## src/rtl/ctrl_evt_pkg.sv

```systemverilog
package ctrl_evt_pkg;

  // event type indices; also the status bit positions
  localparam int EV_EN   = 0;
  localparam int EV_RST  = 1;
  localparam int EV_NSHN = 2;
  localparam int EV_ASHN = 3;
  localparam int EV_FLR  = 4;
  localparam int NUM_EV  = 5;

  // address groups
  localparam int          GRP_W    = 3;
  localparam logic [2:0]  GRP_GLB  = 3'd0;
  localparam logic [2:0]  GRP_VEC0 = 3'd2;  // event i lives in group GRP_VEC0 + i

  // global words
  localparam int WORD_STS     = 0;
  localparam int WORD_IE      = 1;
  localparam int WORD_FLR_CMD = 2;

  // function-reset clear command fields
  localparam int         OPC_LSB    = 16;
  localparam int         OPC_W      = 4;
  localparam logic [3:0] OPC_FLR_CLR = 4'h0;

  // shutdown codes
  localparam logic [1:0] SHN_NORMAL = 2'b01;
  localparam logic [1:0] SHN_ABRUPT = 2'b10;

endpackage

```

## src/rtl/ctrl_rst_sync.sv

```systemverilog
module ctrl_rst_sync (
  input  logic clk,
  input  logic rst_n,
  output logic rst_sync_n
);

  logic [1:0] sync_q;

  always_ff @(posedge clk or negedge rst_n) begin
    if (!rst_n) begin
      sync_q <= 2'b00;
    end else begin
      sync_q <= {sync_q[0], 1'b1};
    end
  end

  assign rst_sync_n = sync_q[1];

endmodule

```

## src/rtl/ctrl_cfg_tracker.sv

```systemverilog
module ctrl_cfg_tracker
  import ctrl_evt_pkg::*;
#(
  parameter int N_FUNC = 256,
  parameter int FID_W  = $clog2(N_FUNC)
) (
  input  logic             clk,
  input  logic             rst_n,
  input  logic             cfg_vld,
  input  logic [FID_W-1:0] cfg_fid,
  input  logic             cfg_en,
  input  logic [1:0]       cfg_shn,
  output logic             ev_en,
  output logic             ev_rst,
  output logic             ev_nshn,
  output logic             ev_ashn
);

  logic [N_FUNC-1:0]       en_q, en_d;
  logic [N_FUNC-1:0][1:0]  shn_q, shn_d;
  logic                    prev_en;
  logic [1:0]              prev_shn;

  // event detection against the stored per-function state
  always_comb begin
    prev_en  = en_q[cfg_fid];
    prev_shn = shn_q[cfg_fid];
    ev_en    = cfg_vld &  cfg_en & ~prev_en;
    ev_rst   = cfg_vld & ~cfg_en &  prev_en;
    ev_nshn  = cfg_vld && (cfg_shn == SHN_NORMAL) && (prev_shn != SHN_NORMAL);
    ev_ashn  = cfg_vld && (cfg_shn == SHN_ABRUPT) && (prev_shn != SHN_ABRUPT);
  end

  // next state
  always_comb begin
    en_d  = en_q;
    shn_d = shn_q;
    if (cfg_vld) begin
      en_d[cfg_fid]  = cfg_en;
      shn_d[cfg_fid] = cfg_shn;
    end
  end

  always_ff @(posedge clk or negedge rst_n) begin
    if (!rst_n) begin
      en_q  <= '0;
      shn_q <= '0;
    end else if (cfg_vld) begin
      en_q  <= en_d;
      shn_q <= shn_d;
    end
  end

endmodule

```

## src/rtl/ctrl_sticky_vec.sv

```systemverilog
module ctrl_sticky_vec #(
  parameter int N     = 256,
  parameter int IDX_W = $clog2(N)
) (
  input  logic             clk,
  input  logic             rst_n,
  input  logic             set_vld,
  input  logic [IDX_W-1:0] set_idx,
  input  logic [N-1:0]     clr_mask,
  output logic [N-1:0]     vec
);

  logic [N-1:0] vec_q, vec_d, set_mask;
  logic         upd;

  always_comb begin
    set_mask = '0;
    if (set_vld) begin
      set_mask[set_idx] = 1'b1;
    end
    // set has priority over a clear of the same bit
    vec_d = (vec_q & ~clr_mask) | set_mask;
    upd   = set_vld | (|clr_mask);
  end

  always_ff @(posedge clk or negedge rst_n) begin
    if (!rst_n) begin
      vec_q <= '0;
    end else if (upd) begin
      vec_q <= vec_d;
    end
  end

  assign vec = vec_q;

endmodule

```

## src/rtl/ctrl_evt_regs.sv

```systemverilog
module ctrl_evt_regs
  import ctrl_evt_pkg::*;
#(
  parameter int N_FUNC = 256,
  parameter int DW     = 32,
  localparam int WORDS  = N_FUNC / DW,
  localparam int WORD_W = $clog2(WORDS),
  localparam int ADDR_W = WORD_W + GRP_W,
  localparam int FID_W  = $clog2(N_FUNC)
) (
  input  logic                          clk,
  input  logic                          rst_n,
  input  logic                          reg_wr,
  input  logic [ADDR_W-1:0]             reg_addr,
  input  logic [DW-1:0]                 reg_wdata,
  output logic [DW-1:0]                 reg_rdata,
  input  logic [NUM_EV-1:0][N_FUNC-1:0] vecs,
  output logic [NUM_EV-1:0][N_FUNC-1:0] clr_masks,
  output logic [NUM_EV-1:0]             status,
  output logic [NUM_EV-1:0]             ie,
  output logic                          irq
);

  logic [GRP_W-1:0]  grp;
  logic [WORD_W-1:0] word;
  logic              glb_sel;
  logic              ie_we;
  logic [NUM_EV-1:0] ie_q, ie_d;
  logic              irq_q, irq_d;
  logic              flr_cmd_clr;

  assign grp     = reg_addr[ADDR_W-1:WORD_W];
  assign word    = reg_addr[WORD_W-1:0];
  assign glb_sel = (grp == GRP_GLB);

  // summary bits: any bit of each vector
  always_comb begin
    for (int i = 0; i < NUM_EV; i++) begin
      status[i] = |vecs[i];
    end
  end

  // clear masks
  assign flr_cmd_clr = reg_wr && glb_sel && (word == WORD_W'(WORD_FLR_CMD)) &&
                       (reg_wdata[OPC_LSB +: OPC_W] == OPC_FLR_CLR);

  always_comb begin
    clr_masks = '0;
    for (int i = 0; i < NUM_EV; i++) begin
      if (i != EV_FLR && reg_wr && (grp == GRP_VEC0 + GRP_W'(i))) begin
        clr_masks[i][int'(word)*DW +: DW] = reg_wdata;
      end
    end
    if (flr_cmd_clr) begin
      clr_masks[EV_FLR][reg_wdata[FID_W-1:0]] = 1'b1;
    end
  end

  // interrupt enable mask
  assign ie_we = reg_wr && glb_sel && (word == WORD_W'(WORD_IE));

  always_comb begin
    ie_d = ie_q;
    if (ie_we) begin
      ie_d = reg_wdata[NUM_EV-1:0];
    end
  end

  always_ff @(posedge clk or negedge rst_n) begin
    if (!rst_n) begin
      ie_q <= '0;
    end else if (ie_we) begin
      ie_q <= ie_d;
    end
  end

  // registered interrupt
  assign irq_d = |(status & ie_q);

  always_ff @(posedge clk or negedge rst_n) begin
    if (!rst_n) begin
      irq_q <= 1'b0;
    end else begin
      irq_q <= irq_d;
    end
  end

  // read mux
  always_comb begin
    reg_rdata = '0;
    if (glb_sel) begin
      if (word == WORD_W'(WORD_STS)) begin
        reg_rdata[NUM_EV-1:0] = status;
      end else if (word == WORD_W'(WORD_IE)) begin
        reg_rdata[NUM_EV-1:0] = ie_q;
      end
    end else begin
      for (int i = 0; i < NUM_EV; i++) begin
        if (grp == GRP_VEC0 + GRP_W'(i)) begin
          reg_rdata = vecs[i][int'(word)*DW +: DW];
        end
      end
    end
  end

  assign ie  = ie_q;
  assign irq = irq_q;

endmodule

```

## src/rtl/ctrl_evt_capture.sv

```systemverilog
module ctrl_evt_capture
  import ctrl_evt_pkg::*;
#(
  parameter int N_FUNC = 256,
  parameter int DW     = 32,
  localparam int FID_W  = $clog2(N_FUNC),
  localparam int ADDR_W = $clog2(N_FUNC / DW) + GRP_W
) (
  input  logic              clk,
  input  logic              rst_n,
  input  logic              cfg_vld,
  input  logic [FID_W-1:0]  cfg_fid,
  input  logic              cfg_en,
  input  logic [1:0]        cfg_shn,
  input  logic              flr_vld,
  input  logic [FID_W-1:0]  flr_fid,
  input  logic              reg_wr,
  input  logic [ADDR_W-1:0] reg_addr,
  input  logic [DW-1:0]     reg_wdata,
  output logic [DW-1:0]     reg_rdata,
  output logic              irq
);

  logic                          rst_sync_n;
  logic [NUM_EV-1:0]             ev_set;
  logic [NUM_EV-1:0][FID_W-1:0]  ev_fid;
  logic [NUM_EV-1:0][N_FUNC-1:0] vecs;
  logic [NUM_EV-1:0][N_FUNC-1:0] clr_masks;
  logic [NUM_EV-1:0]             status;
  logic [NUM_EV-1:0]             ie;

  ctrl_rst_sync u_rst_sync (
    .clk        (clk),
    .rst_n      (rst_n),
    .rst_sync_n (rst_sync_n)
  );

  ctrl_cfg_tracker #(.N_FUNC(N_FUNC), .FID_W(FID_W)) u_tracker (
    .clk     (clk),
    .rst_n   (rst_sync_n),
    .cfg_vld (cfg_vld),
    .cfg_fid (cfg_fid),
    .cfg_en  (cfg_en),
    .cfg_shn (cfg_shn),
    .ev_en   (ev_set[EV_EN]),
    .ev_rst  (ev_set[EV_RST]),
    .ev_nshn (ev_set[EV_NSHN]),
    .ev_ashn (ev_set[EV_ASHN])
  );

  assign ev_set[EV_FLR] = flr_vld;

  for (genvar g = 0; g < NUM_EV; g++) begin : g_vec
    if (g == EV_FLR) begin : g_flr
      assign ev_fid[g] = flr_fid;
    end else begin : g_cfg
      assign ev_fid[g] = cfg_fid;
    end
    ctrl_sticky_vec #(.N(N_FUNC), .IDX_W(FID_W)) u_vec (
      .clk      (clk),
      .rst_n    (rst_sync_n),
      .set_vld  (ev_set[g]),
      .set_idx  (ev_fid[g]),
      .clr_mask (clr_masks[g]),
      .vec      (vecs[g])
    );
  end

  ctrl_evt_regs #(.N_FUNC(N_FUNC), .DW(DW)) u_regs (
    .clk       (clk),
    .rst_n     (rst_sync_n),
    .reg_wr    (reg_wr),
    .reg_addr  (reg_addr),
    .reg_wdata (reg_wdata),
    .reg_rdata (reg_rdata),
    .vecs      (vecs),
    .clr_masks (clr_masks),
    .status    (status),
    .ie        (ie),
    .irq       (irq)
  );

endmodule

```

## config.mk

```make
export PLATFORM = sky130hd
export DESIGN_NAME = ctrl_evt_capture
export DESIGN_NICKNAME = d
export VERILOG_FILES = /design/src/rtl/ctrl_evt_pkg.sv /design/src/rtl/ctrl_rst_sync.sv /design/src/rtl/ctrl_cfg_tracker.sv /design/src/rtl/ctrl_sticky_vec.sv /design/src/rtl/ctrl_evt_regs.sv /design/src/rtl/ctrl_evt_capture.sv
export SDC_FILE = /design/constraint.sdc
export NUM_CORES = 2
export LEC_CHECK = 0
export BUFFER_PORTS_ARGS = -buffer_cell sky130_fd_sc_hd__buf_2
export CAP_MARGIN = 20
export CORE_AREA = 2 2 528 478
export CTS_BUF_LIST = sky130_fd_sc_hd__clkbuf_8
export DETAILED_ROUTE_END_ITERATION = 7
export DIE_AREA = 0 0 530 480
export PLACE_DENSITY = 0.57
export SETUP_SLACK_MARGIN = 0.5
export SYNTH_ARGS = -nofsm -noshare
export SYNTH_HDL_FRONTEND = slang
export SYNTH_SLANG_ARGS = --single-unit
```

## constraint.sdc

```tcl
create_clock -name clk -period 153.9 [get_ports clk]
set_input_delay 30.78 -clock clk [delete_from_list [all_inputs] [get_ports clk]]
set_output_delay 30.78 -clock clk [all_outputs]
set_load 0.01 [all_outputs]
```

==> qor.txt <==
IO Port Bufs - 94
Rel. slew slack - 0.105
unique cell type count in the Yosys netlist - 66
core region area - 249000 um^2
worst-path fanout max - 68
Design Power - 1.26 mW
first-pass GRT wire length - 734 mm
cts repair resizes - 0
Avg Cell Area, Syn - 11.0 um^2
DR top layer - met5
net count after synthesis - 9075
Placer Congestion - 1.13
fin crit period - 67.22 ns
Met1 Routed Length - 203 mm
hold_buf cts - 0
Core Rows - 174
Starting Density - 0.399
fmax - 0.0149 GHz
Worst Skew - 0.0846 ns
Vias - 88300
Avg WL per Cell - 42.9 um
Worst-Margin Slew - 1.33 ns
CTS Sinks - 2056
Critical Path Sink Type - output pin
htree depth - 5
Clock Path Buffers - 4
Post-synth EDFFs - 0
Pins Over Slew Limit - 0
Final setup viols - 0
Critical Path AT - 36.44 ns
post-synthesis sequential area ratio - 0.519
ordered list of cells on the worst path - buf_8 -> buf_4 -> buf_4 -> buf_4 -> buf_4 -> mux4_2 -> mux2i_1 -> o22ai_1 -> or3_1 -> buf_2
total number of yosys warnings - 0
Synth Register Bits - 2056
Root Driver - clkbuf_8
cells after synthesis - 9008
Yosys top cell by area - dfrtp_1
share of layout cells above drive strength 1 - 0.231
Critical Path RT - 123.12 ns
ys flop type - dfrtp_1
die height - 480 um
CTS tree - yes
Critical Path Most Common Cell - buf_4
CP Class - input pin to output pin
Fin. Hold Viols - 0
drt drc - 5
initial antenna violation count - 82
IO Count - 95
outcome - complete, but fails checks
vias in the first global route - 82900
gr usage total - 0.420
Worst path max stage delay - 0.93 ns
nets - 8974
routed wire length on met2 - 216 mm
grt ovf - 0
area growth from synthesis to layout - 11.3%
setup bufs post-CTS - 0
Fin Setup TNS - 0 ns
Max VDD drop - 0.00000983 V
Clock Pin Slew Worst Setup and Hold Paths - 0.06 ns
1st-iter DRT viols - 13600
Async SR Flop Fraction - 1.00
Synth Cell Area - 99200 um^2
pin count of the biggest net entering global routing - 176
via/cell ratio - 7.01
die width - 530 um
Worst setup SP type - input pin
violated checks - DRC
Hold WC Path Type - flip-flop to async pin
top post-synthesis cells by area - dfrtp_1, o21ai_0, mux4_2
first drt pass iteration count - 8
post-synth top area share - 0.519
Final HPWL DP - 397 mm
met3 wire len - 80.3 mm
power density over the cells - 11.5 nW/um^2
final antenna-violating net count - 0
max-cap violations - 0
final WL - 541 mm
final worst path period share - 0.437
crit path buf inv count - 6
delay-heaviest family, CP - buffers and inverters
number of CTS-inserted buffers - 362
leakage - 47.3 nW
RSZ-0062 raised after global routing - no
Worst-Skew Late Latency - 1.08 ns
DIE AREA - 254000 um^2
slowest CP cell - buf_4
flip-flops by register name (all words and copies together) (netlist names):
| name | count |
|---|---|
| u_rst_sync.sync_q | 2 |
| g_vec.u_vec.vec | 1280 |
| u_regs.ie | 5 |
| u_tracker.en_q | 256 |
| u_regs.irq | 1 |
| u_tracker.shn_q | 512 |
placed cells by master, fill, tap and decap left out, drive strengths merged, types with 66 or more instances in the layout:
cell	instances
nand3	315
diode	66
buf	283
dfrtp	2056
clkbuf	467
nand4	107
mux4	475
o21ai	2784
nand2	999
mux2i	228
inv	130
o22ai	68
nor4	347
mux2	520
final timing paths:
kind	from	to	slack (ns)	cells after the start
max	reg_addr[1]	reg_rdata[13]	86.68	10
min	u_rst_sync.sync_q[1]	u_tracker.shn_q[370]	0.38	0
max reg2reg	u_rst_sync.sync_q[1]	g_vec[4].u_vec.vec[132]	147.72	6
min reg2reg	u_rst_sync.sync_q[1]	u_tracker.shn_q[370]	0.38	0
max in group asynchronous	rst_n	u_rst_sync.sync_q[1]	124.24	1
min in group clk	u_rst_sync.sync_q[0]	u_rst_sync.sync_q[1]	0.40	0
logic make-up (layout without fill, tap and decap cells):
kind of cell,count (synthesis),count (layout),synth area share
other,1,67,0.0000378
AO/OA/AOI/OAI,3002,3002,0.164
flip-flops,2056,2056,0.519
buffers and inverters,759,936,0.0323
adder cells (fa/ha/maj),5,5,0.000631
AND/OR/NAND/NOR,1962,1962,0.0941
multiplexers,1223,1223,0.190
cells in the mapped netlist (31+ instances only):
master / n
or3_1: 31
o21ai_0: 2506
a22oi_1: 63
a21oi_1: 46
mux4_2: 475
nand4_1: 107
nor4_1: 347
buf_1: 60
nand3_1: 315
dfrtp_1: 2056
mux2i_1: 228
nand2_1: 999
buf_2: 66
nor2b_1: 52
o21ai_2: 240
clkbuf_1: 582
mux2_2: 520
o21ai_1: 38
o22ai_1: 68
nor2_1: 40
report_power, final:
group | switching [mW] | internal, mW
Sequential | 0.0281 | 0.563
Combinational | 0.0956 | 0.0408
Clock | 0.251 | 0.286
Total | 0.375 | 0.890
routing by layer:
layer,up-vias,GRT usage
met5,-,0.00263
met4,50,0.264
met3,1588,0.202
met2,6873,0.564
met1,46100,0.537
li1,33600,-
final cells by class:
class	count	area, um^2
Inverter	8	37.5
Clock buffer	464	6390
Multi-Input combinational cell	6193	45000
Fill cell	23400	138000
Timing Repair Buffer	286	2090
Sequential cell	2056	51500
Clock inverter	178	1070
Antenna cell	66	165
Tap cell	3344	4180
stage by stage:
stage	cell area (um^2)	worst slack, ns	std cells	hold slack, ns	utilization
after floorplan	99200	89.60	9008	0.331	-
after global placement	103000	86.95	11900	0.335	0.413
after detailed placement	103000	86.90	11900	0.358	0.413
after CTS	110000	86.91	12500	0.393	0.443
after global routing	110000	86.70	12500	0.407	0.443
final	110000	86.68	12600	0.375	0.444
Note: power is estimated with default switching activity, not from simulation.
